===== config.mk =====
export PLATFORM = sky130hd
export DESIGN_NAME = bcx_translate
export DESIGN_NICKNAME = d
export VERILOG_FILES = /design/src/rtl/bcx_pkg.sv /design/src/rtl/bcx_decode.sv /design/src/rtl/bcx_guard.sv /design/src/rtl/bcx_encode.sv /design/src/rtl/bcx_translate.sv
export SDC_FILE = /design/constraint.sdc
export NUM_CORES = 1
export LEC_CHECK = 0
export ABC_CLOCK_PERIOD_IN_PS = 4650
export CORE_ASPECT_RATIO = 0.75
export CORE_MARGIN = 1.5
export CORE_UTILIZATION = 44
export DETAILED_ROUTE_END_ITERATION = 8
export GPL_TIMING_DRIVEN = 0
export PLACE_DENSITY = 0.87
export SYNTH_ARGS = -nofsm -noshare
export SYNTH_HDL_FRONTEND = slang
export SYNTH_HIERARCHICAL = 1
export SYNTH_SLANG_ARGS = --single-unit

===== constraint.sdc =====
create_clock -name clk -period 4.65 [get_ports clk]
set_clock_uncertainty 0.1 [all_clocks]
set_input_delay 1.395 -clock clk [delete_from_list [all_inputs] [get_ports clk]]
set_output_delay 1.395 -clock clk [all_outputs]
set_load 0.005 [all_outputs]

===== src/rtl/bcx_pkg.sv =====
package bcx_pkg;
  typedef enum logic [1:0] {
    FMT_OFFSET  = 2'd0,
    FMT_TWOS    = 2'd1,
    FMT_ONES    = 2'd2,
    FMT_SIGNMAG = 2'd3
  } fmt_e;
endpackage


===== src/rtl/bcx_decode.sv =====
// Any bipolar format -> twos-complement intermediate.
module bcx_decode
  import bcx_pkg::*;
#(
  parameter int W = 8
) (
  input  logic [W-1:0] code,
  input  fmt_e         fmt,
  output logic [W-1:0] twos
);
  localparam logic [W-1:0] ONE = W'(1);
  logic [W-1:0] mag;

  assign mag = {1'b0, code[W-2:0]};

  always_comb begin
    unique case (fmt)
      FMT_OFFSET:  twos = {~code[W-1], code[W-2:0]};
      FMT_TWOS:    twos = code;
      FMT_ONES:    twos = code[W-1] ? code + ONE : code;     // 11..1 wraps to 0
      FMT_SIGNMAG: twos = code[W-1] ? (~mag) + ONE : code;   // 10..0 gives 0
      default:     twos = code;
    endcase
  end
endmodule


===== src/rtl/bcx_guard.sv =====
// Detects the most-negative value and applies clamp / saturation.
module bcx_guard
  import bcx_pkg::*;
#(
  parameter int W = 8
) (
  input  logic [W-1:0] twos_in,
  input  logic         clamp_en,
  input  fmt_e         dst,
  output logic [W-1:0] twos_out,
  output logic         range_err
);
  localparam logic [W-1:0] MINV = {1'b1, {(W-1){1'b0}}};
  localparam logic [W-1:0] ONE  = W'(1);
  logic no_repr;

  assign range_err = (twos_in == MINV);
  assign no_repr   = (dst == FMT_ONES) || (dst == FMT_SIGNMAG);
  assign twos_out  = (range_err && (clamp_en || no_repr)) ? twos_in + ONE : twos_in;
endmodule


===== src/rtl/bcx_encode.sv =====
// Twos-complement intermediate -> destination format, optional complement.
module bcx_encode
  import bcx_pkg::*;
#(
  parameter int W = 8
) (
  input  logic [W-1:0] twos,
  input  fmt_e         fmt,
  input  logic         comp_en,
  output logic [W-1:0] code
);
  localparam logic [W-1:0] ONE = W'(1);
  logic [W-1:0] negv;
  logic [W-1:0] raw;

  assign negv = (~twos) + ONE;

  always_comb begin
    unique case (fmt)
      FMT_OFFSET:  raw = {~twos[W-1], twos[W-2:0]};
      FMT_TWOS:    raw = twos;
      FMT_ONES:    raw = twos[W-1] ? twos - ONE : twos;
      FMT_SIGNMAG: raw = twos[W-1] ? {1'b1, negv[W-2:0]} : twos;
      default:     raw = twos;
    endcase
  end

  assign code = comp_en ? ~raw : raw;
endmodule


===== src/rtl/bcx_translate.sv =====
module bcx_translate
  import bcx_pkg::*;
#(
  parameter int N = 8
) (
  input  logic         clk,
  input  logic         rst,
  input  logic         in_valid,
  input  logic [N-1:0] in_code,
  input  logic [1:0]   src_fmt,
  input  logic [1:0]   dst_fmt,
  input  logic         clamp_en,
  input  logic         comp_en,
  output logic         out_valid,
  output logic [N-1:0] out_code,
  output logic         out_range_err
);
  logic [N-1:0] twos_raw;
  logic [N-1:0] twos_adj;
  logic [N-1:0] code_nxt;
  logic         err_nxt;

  bcx_decode #(.W(N)) u_dec (
    .code (in_code),
    .fmt  (fmt_e'(src_fmt)),
    .twos (twos_raw)
  );

  bcx_guard #(.W(N)) u_grd (
    .twos_in   (twos_raw),
    .clamp_en  (clamp_en),
    .dst       (fmt_e'(dst_fmt)),
    .twos_out  (twos_adj),
    .range_err (err_nxt)
  );

  bcx_encode #(.W(N)) u_enc (
    .twos    (twos_adj),
    .fmt     (fmt_e'(dst_fmt)),
    .comp_en (comp_en),
    .code    (code_nxt)
  );

  always_ff @(posedge clk) begin
    if (rst) begin
      out_valid     <= 1'b0;
      out_code      <= '0;
      out_range_err <= 1'b0;
    end else begin
      out_valid <= in_valid;
      if (in_valid) begin
        out_code      <= code_nxt;
        out_range_err <= err_nxt;
      end
    end
  end
endmodule


Yosys cells after proc, flatten, opt, wreduce, memory -nomap -nowiden
Cells that the tools add are included.

storage, ports and cells
  register bits = 10
  input port bits = 17
  output and inout port bits = 10
  logic and storage cells = 33

cells by class
  $add $sub $neg = 5
  equality and inequality tests = 7
  mux-type cells = 8
  bitwise gates (word level) = 5
  reduce and logical (&&, ||, !) cells = 5

operators by type and width
  operator                                             number
  one-hot mux 8 bit (4 select lines)                   2
  two-way mux 8 bit                                    6
  adder 8 x 1 -> 8 bit, second input constant          3
  equality test 2 bit, second input constant           4
  equality test 8 bit, second input constant           1
  inverter 7 -> 8 bit                                  1
  inverter 8 bit                                       1
  subtractor 8 x 1 -> 8 bit, second input constant     1
  adder 7 x 1 -> 7 bit, second input constant          1
  inverter 7 bit                                       1
  equality test 2 x 1 -> 1 bit, second input constant  2
  zero test 2 bit                                      2
  logical OR 1 bit                                     2
  inverter 1 bit                                       2
  logical AND 1 bit                                    1

Depth between registers and ports, before layout
Gate-level depths: netlist of run 1.

  depth in word-level cells = 13
  mapped depth = 17

Modules after synthesis
Netlist of run 1, hierarchy kept.

modules (own cells, without submodules)
  module         instances  cells each  area each (sq um)  seq. area each (sq um)
  bcx_translate  1          31          346.6              200.2
  bcx_encode     1          45          322.8              0.0
  bcx_decode     1          42          271.5              0.0
  bcx_guard      1          16          122.6              0.0

Worst setup path before layout of run 1
OpenSTA, ideal clock, no wires.

  path kind = input-to-reg
  start = in in_code[2]
  end = reg out_code[5]
  setup time = 0.118 ns
  arrival = 4.346 ns
  data required time = 4.432 ns
  path slack = 0.086 ns
  cell stages on the path = 14
  path buffers = 1
  cells stage by stage = buf_2 nand4_1 or3b_1 a21oi_1 xor2_1 nor4b_2 o2111a_2 mux2_1 or2_2 or4b_1 a21oi_1 xnor2_1 mux2i_1 nor2_1

between the ends
  longest elaborated chain between the ends = 13

ends and longest elaborated chain
  what                                    line                 RTL
  start, declared                         bcx_translate.sv:9   input logic [N-1:0] in_code,
  inverter 7 -> 8 bit                     bcx_decode.sv:21     FMT_SIGNMAG: twos = code[W-1] ? (~mag) + ONE : code;
  adder 8 x 1 -> 8 bit                    bcx_decode.sv:21
  two-way mux 8 bit                       bcx_decode.sv:21
  one-hot mux 8 bit (4 select lines) (*)  bcx_decode.sv:17     unique case (fmt)
  named net twos_raw[6]                   bcx_translate.sv:18  logic [N-1:0] twos_raw;
  equality test 8 bit (*)                 bcx_guard.sv:17      assign range_err = (twos_in == MINV);
  logical AND 1 bit (*)                   bcx_guard.sv:19      assign twos_out = (range_err && (clamp_en || no_repr)) ? twos_in + ONE : twos_in;
  two-way mux 8 bit (*)                   bcx_guard.sv:19
  named net twos_adj[1]                   bcx_translate.sv:19  logic [N-1:0] twos_adj;
  inverter 7 bit                          bcx_encode.sv:16     assign negv = (~twos) + ONE;
  adder 7 x 1 -> 7 bit                    bcx_encode.sv:16
  two-way mux 8 bit                       bcx_encode.sv:23     FMT_SIGNMAG: raw = twos[W-1] ? {1'b1, negv[W-2:0]} : twos;
  one-hot mux 8 bit (4 select lines) (*)  bcx_encode.sv:19     unique case (fmt)
  inverter 8 bit                          bcx_encode.sv:28     assign code = comp_en ? ~raw : raw;
  two-way mux 8 bit (*)                   bcx_encode.sv:28
  named net code_nxt[5]                   bcx_translate.sv:20  logic [N-1:0] code_nxt;
  end signal, assigned                    bcx_translate.sv:52  out_code <= code_nxt;
  end, declared                           bcx_translate.sv:15  output logic [N-1:0] out_code,

Mark *: on every way through the listed nets, which the timed path passes. The rest lies on a longest branch.
A chain may end at the register's enable or synchronous reset.

Worst setup path after layout of run 1
  start = in in_code[0]
  end = reg out_code[5]

The elaborated chain is that of the path after synthesis.

==> results.json, run 1 <==
{
  "gp_congestion": 0.850,
  "yosys_warnings": 6,
  "fillers": 184,
  "synthCells": 134,
  "synthArstFlopShare": 0,
  "crit_fanout": 5,
  "io_buffer_count": 22,
  "start_kind": "primary input",
  "synth.cell_area_um2": 1060,
  "p_leak_nw": 0.617,
  "power_density_nw_per_um2": 215,
  "synth-seq-cells": 10,
  "min_to": "out_code[6]",
  "synth-seq-area-share": 0.188,
  "dieHeight_um": 45.6,
  "dp.final_hpwl_um": 2010,
  "ys.flop_type": "dfxtp_1",
  "rsz0062_at_grt": "true",
  "die_w_um": 59.8,
  "wl_per_cell_um": 15.4,
  "slew_viol_final": 0,
  "yosys-mux-area-fraction": 0.134,
  "cts_tree": "done",
  "crit_family": "simple AND/OR/NAND/NOR gates",
  "r2r_setup_slack_ns": 3.85,
  "grt_pass1_wl_um": 4190,
  "syn_to_final_growth_pct": 40.8,
  "layout-drive-gt1-share": 0.245,
  "cts_root_buffer": "clkbuf_4",
  "path_depth": 16,
  "cts_max_path_buffers": 2,
  "synth_top_area_frac": 0.188,
  "crit_slowest_cell": "or4b_4",
  "fin_crit_ns": 4.66,
  "whs_ns": 0.407,
  "synth-compound-area-share": 0.127,
  "synth_area_leaders": "dfxtp_1 19%, xnor2_1 13%, mux2i_1 11%",
  "overflow": 0,
  "finalPower_mw": 0.322,
  "cp_data_required_time_ns": 4.70,
  "worstRegToRegCells": 2,
  "cts_hold_buf": 0,
  "status": "finished with violations",
  "timing.rr.end": "out_code[5]",
  "cts_max_level": 1,
  "worst_hold_path_type": "reg -> reg",
  "post-route-period-util": 1.00,
  "grt_pass1_vias": 933,
  "synth-xor-area-share": 0.189,
  "setup_ws_ns": -0.00896,
  "clock.fmax_mhz": 215,
  "die_area_um2": 2720,
  "critPathCaptureType": "flop",
  "crit_path_cell_trace": "buf_2 > inv_2 > ha_4 > nand2b_4 > o41ai_4 > a21oi_4 > xor2_2 > nor4b_4 > o2111a_2 > mux2_4 > or2_4 > or4b_4 > a21oi_4 > xnor2_1 > mux2i_1 > nor2_1",
  "num_antenna_cells": 0,
  "violations": "setup timing",
  "antenna_found_initial": 0,
  "drt-initial-drc-count": 48,
  "yosysTopAreaCell": "dfxtp_1",
  "rows": 15,
  "setup_violations": 1,
  "path_buf_inv": 2,
  "ys_types": 37,
  "insertion_delay_ns": 0.27,
  "drc": 0,
  "grt_max_degree": 11,
  "grtUsageTotal": 0.206,
  "syn-num-nets": 157,
  "via_per_inst": 5.42,
  "max_slew.worst_pin.slew_ns": 0.581,
  "routed_wirelength_um": 3040,
  "synth_fa_ha_area_frac": 0.0706,
  "io_pins": 27,
  "fin_nets": 187,
  "core_area_um2": 2290,
  "postRouteAntennaNets": 0,
  "crit_arrival_ns": 4.71,
  "synth_top_family_by_area": "simple AND/OR/NAND/NOR gates",
  "slew_headroom": 0.613,
  "synth.avg_cell_area_um2": 7.94,
  "cap_viol_max_count": 0,
  "cts.sinks": 10,
  "crit_type": "in -> reg",
  "path_common_cell": "a21oi_4",
  "vias": 1067,
  "start_util": 0.464,
  "ir_worst_vdd_mv": 0.252,
  "cts_buffers": 3,
  "clkTransAtPathRegs_ns": 0.07,
  "hold_start": "out_code[6]",
  "synth_edf_count": 0,
  "hold_depth": 2,
  "cp_slowest_stage_delay_ns": 0.53,
  "yosys.area_share.simple": 0.208,
  "hold_violations": 0,
  "r2r-start": "out_code[5]",
  "first_pass_iters": 4
}
-- placed cells by master (no fill, tap or decap), types with 6 or more instances in the layout --
| cell | count |
|---|---|
| a21oi_1 | 7 |
| clkbuf_1 | 6 |
| clkdlybuf4s50_1 | 16 |
| dfxtp_1 | 10 |
| inv_1 | 6 |
| mux2i_1 | 12 |
| nor2_1 | 17 |
| xnor2_1 | 16 |
| xor2_1 | 6 |
-- worst max path at each step --
stage	start	to	slack (ns)
6_report	in_code[0]	out_code[5]	-0.009
2_1_floorplan	in_code[2]	out_code[5]	0.09
5_1_grt	in_code[0]	out_code[4]	-0.13
3_5_place_dp	in_code[1]	out_code[5]	-0.74
4_1_cts	src_fmt[0]	out_code[5]	0.02
3_3_place_gp	in_code[1]	out_code[5]	-0.67
-- worst min-delay path: cells and delay by family, from the launching register on --
family	cells	cell delay [ns]
flops	1	0.33
mux	1	0.07
simple gates	1	0.08
-- flip-flops by register name (all words and copies together) (netlist names) --
register       cells
out_code           8
out_range_err      1
out_valid          1
-- stage by stage --
step / cell area (um2) / setup WS [ns] / std cells / utilization / setup TNS, ns
after floorplan: 1060 / 0.0860 / 134 / - / 0
after global routing: 1500 / -0.131 / 197 / 0.654 / -0.297
after global placement: 1330 / -0.673 / 190 / 0.579 / -2.60
after detailed placement: 1330 / -0.738 / 190 / 0.579 / -3.36
final: 1500 / -0.00896 / 197 / 0.654 / -0.00896
after CTS: 1390 / 0.0178 / 195 / 0.608 / 0
-- synth_stat cells (3+ instances only) --
| cell type | instances |
|---|---|
| mux2i_1 | 12 |
| xnor2_1 | 16 |
| inv_1 | 8 |
| dfxtp_1 | 10 |
| a21oi_1 | 10 |
| ha_1 | 6 |
| xor2_1 | 7 |
| nor3_1 | 3 |
| o21ai_0 | 3 |
| o21ai_1 | 3 |
| nor2_1 | 18 |
| clkbuf_1 | 6 |
| o41ai_1 | 3 |
-- cell families after synthesis --
kind of cell             Yosys count
flip-flops                        10
multiplexers                      14
AO/OA/AOI/OAI                     22
adder cells (fa/ha/maj)            6
AND/OR/NAND/NOR                   40
XOR/XNOR                          23
buffers and inverters             19
-- area by class of cell --
class	count	area, um2	share of cell area
well taps	34	42.5	0.0284
repair buffers	25	223	0.149
inverters	8	30.0	0.0201
clock buffers	4	36.3	0.0242
multi-input cells	105	902	0.602
flip-flops and latches	10	200	0.134
plain buffers	11	63.8	0.0426
-- routing by layer --
layer	wire length, um	global-route usage	vias to the layer above
li1	-	-	519
met1	1370	0.278	503
met2	1500	0.320	35
met3	115	0.0568	10
met4	62	0.0622	0
met5	0	0	-
-- power by group --
part	leakage [nW]	switching (mW)	total (mW)	internal, mW
clock	0.0210	0.0307	0.0783	0.0476
combinational	0.514	0.0745	0.146	0.0711
sequential	0.0825	0.00449	0.0983	0.0938
total	0.617	0.110	0.322	0.212
-- repair_timing --
item	CTS	global route
buffers inserted	1	2
pin swaps	3	7
resized for setup	17	31
endpoints found under the setup margin	6	6
No activity file was read; power rests on OpenSTA's default activity.
==> run 2: changes to the inputs <==
CORE_UTILIZATION = 30   (was 44)
PLACE_DENSITY = 0.66   (was 0.87)
SLEW_MARGIN = 20   (was unset)
==> run 2 against run 1 <==
The flow now finishes without violations. Non-clock buffer count up 2. Design area up 0.25%. Wire length is 15% lower. Global-route usage shrank 8.0 points. Via count shrank 3.9%. Combinational power fell by 7%. First-iteration DRC count is the same. Maximum frequency rose by 2.7%. Final cell count grew 3.6%. Largest power group unchanged.
==> results.json, run 2 (synthesized netlist as in run 1, its figures left out) <==
{
  "status": "complete, no violations",
  "grtUsageTotal": 0.125,
  "vias": 1025,
  "hold_start": "out_code[7]",
  "grt_max_degree": 11,
  "min_to": "out_code[7]",
  "power_switching_mw": 0.102,
  "clkTransAtPathRegs_ns": 0.05,
  "drc": 0,
  "p_seq_frac": 0.303,
  "power_density_nw_per_um2": 215,
  "grt_pass1_wl_um": 3760,
  "start_util": 0.319,
  "switching_share": 0.316,
  "r2r-start": "out_range_err",
  "setup_violations": 0,
  "die_w_um": 71.8,
  "crit_path_cell_trace": "clkbuf_2 > or4_4 > nor4_2 > o21ai_1 > nor4b_2 > o2111a_2 > buf_4 > a21o_1 > or4_4 > or3b_1 > a21oi_2 > xnor2_1 > mux2i_1 > nor2_1",
  "final_common_cell": "nor2_1",
  "cts_tree": "done",
  "syn_to_final_growth_pct": 41.2,
  "grt_use_met2": 0.216,
  "dieHeight_um": 54.6,
  "cap_viol_max_count": 0,
  "path_common_cell": "or4_4",
  "crit_arrival_ns": 4.56,
  "grt_use_met1": 0.153,
  "die_area_um2": 3920,
  "num_antenna_cells": 0,
  "slew_headroom": 0.648,
  "crit_slowest_cell": "or4_4",
  "insertion_delay_ns": 0.23,
  "drt-initial-drc-count": 48,
  "io_pins": 27,
  "intPower_mw": 0.221,
  "critPathCaptureType": "flop",
  "post-route-period-util": 0.976,
  "wl_per_cell_um": 12.7,
  "p_comb_frac": 0.422,
  "routed_wirelength_um": 2580,
  "regMostFlops": "out_code",
  "grt_pass1_vias": 906,
  "fin_nets": 189,
  "use_met3": 0.0276,
  "r2r_setup_slack_ns": 3.96,
  "ir_worst_vdd_mv": 0.102,
  "slew_viol_final": 0,
  "cp_slowest_stage_delay_ns": 0.56,
  "p_clk_frac": 0.275,
  "io_buffer_count": 22,
  "antenna_found_initial": 0,
  "fillers": 332,
  "reg_top3": "out_code: 8 flops, out_range_err: 1 flops, out_valid: 1 flops",
  "cts_max_level": 1,
  "rows": 18,
  "timing.rr.end": "out_range_err",
  "fin_crit_ns": 4.54,
  "hold_depth": 2,
  "gp_congestion": 0.869,
  "postRouteAntennaNets": 0,
  "worst_hold_path_type": "reg -> reg",
  "hold_violations": 0,
  "first_pass_iters": 7,
  "worstRegToRegCells": 2,
  "startpoint": "in_code[4]",
  "path_depth": 14,
  "cp_data_required_time_ns": 4.68,
  "final_cell_count_no_fill": 204,
  "start_kind": "primary input",
  "crit_type": "in -> reg",
  "crit_family": "simple AND/OR/NAND/NOR gates",
  "busiest_layer": "met2",
  "dp.cells": 196,
  "crit_fanout": 5,
  "via_per_inst": 5.02,
  "cts_hold_buf": 0,
  "max_slew.worst_pin.slew_ns": 0.529,
  "final_cell_mix": "17 x nor2_1, 16 x xnor2_1, 14 x clkdlybuf4s50_1",
  "largest_register_ffs": 8,
  "clock.fmax_mhz": 220,
  "p_leak_nw": 0.639,
  "cts_buffers": 3,
  "cts_max_path_buffers": 2,
  "core_area_um2": 3330,
  "overflow": 0,
  "path_buf_inv": 2,
  "dp.final_hpwl_um": 1870,
  "cts_root_buffer": "clkbuf_8",
  "final_core_util": 0.450,
  "cts.sinks": 10,
  "layout-drive-gt1-share": 0.244
}
## run 2: cell types whose count changed in the layout (fill, tap and decap cells not counted), sizes merged
cell           change
buf                +4
clkdlybuf4s50      -2
clkbuf             -3
dlymetal6s2s       +2
## run 2: cell type report
cell class              instances  area, um2  area share
flip-flops and latches         10        200       0.133
clock buffers                   3       41.3      0.0275
inverters                       8       30.0      0.0200
plain buffers                  11       63.8      0.0425
multi-input cells             105        878       0.585
repair buffers                 27        238       0.158
well taps                      40       50.0      0.0333
## run 2: worst reg2reg max path, delay by kind of cell (launching register included)
family,cells,cell delay [ns]
flip-flops,1,0.30
multiplexers,1,0.13
AND/OR/NAND/NOR,1,0.05
## run 2: worst max path at each step
| stage | end |
|---|---|
| final | out_code[6] |
| after global routing | out_code[5] |
| after CTS | out_code[5] |
| after detailed placement | out_code[5] |
| after global placement | out_code[5] |
| after floorplan | out_code[5] |
## run 2: per-stage QoR
stage | setup TNS (ns) | area [um2] | hold slack [ns] | total power [mW] | setup WS, ns
2_1_floorplan | 0 | 1060 | 0.385 | 0.180 | 0.0860
3_3_place_gp | -2.51 | 1330 | 0.375 | 0.220 | -0.654
3_5_place_dp | -3.01 | 1330 | 0.382 | 0.224 | -0.699
4_1_cts | 0 | 1400 | 0.394 | 0.314 | 0.0128
5_1_grt | -0.0513 | 1500 | 0.430 | 0.344 | -0.0276
6_report | 0 | 1500 | 0.389 | 0.323 | 0.112
## run 2: routing by layer
| layer | vias to the layer above | part of all wire |
|---|---|---|
| li1 | 518 | - |
| met1 | 484 | 0.49 |
| met2 | 19 | 0.47 |
| met3 | 4 | 0.029 |
| met4 | 0 | 0.017 |
| met5 | - | 0 |
## run 2: what timing repair did
action,CTS,global route
buffers inserted,1,3
endpoints found under the setup margin,6,4
resized for setup,17,30
pin swaps,3,6
gates cloned,0,1
## run 2: power by group through the flow
stage | combinational, mW | sequential (mW) | clock, mW
2_1_floorplan | 0.0799 | 0.100 | 0
3_3_place_gp | 0.121 | 0.0993 | 0
3_5_place_dp | 0.124 | 0.0994 | 0
4_1_cts | 0.126 | 0.0980 | 0.0902
5_1_grt | 0.150 | 0.0988 | 0.0950
6_report | 0.136 | 0.0977 | 0.0888
==> run 3: changes to the inputs <==
ABC_CLOCK_PERIOD_IN_PS = unset   (was 4650)
SLEW_MARGIN = unset   (was 20)
TNS_END_PERCENT = 20   (was unset)
==> results of run 3 <==
No change in the layout: final DEF, timing and power equal those of run 2.
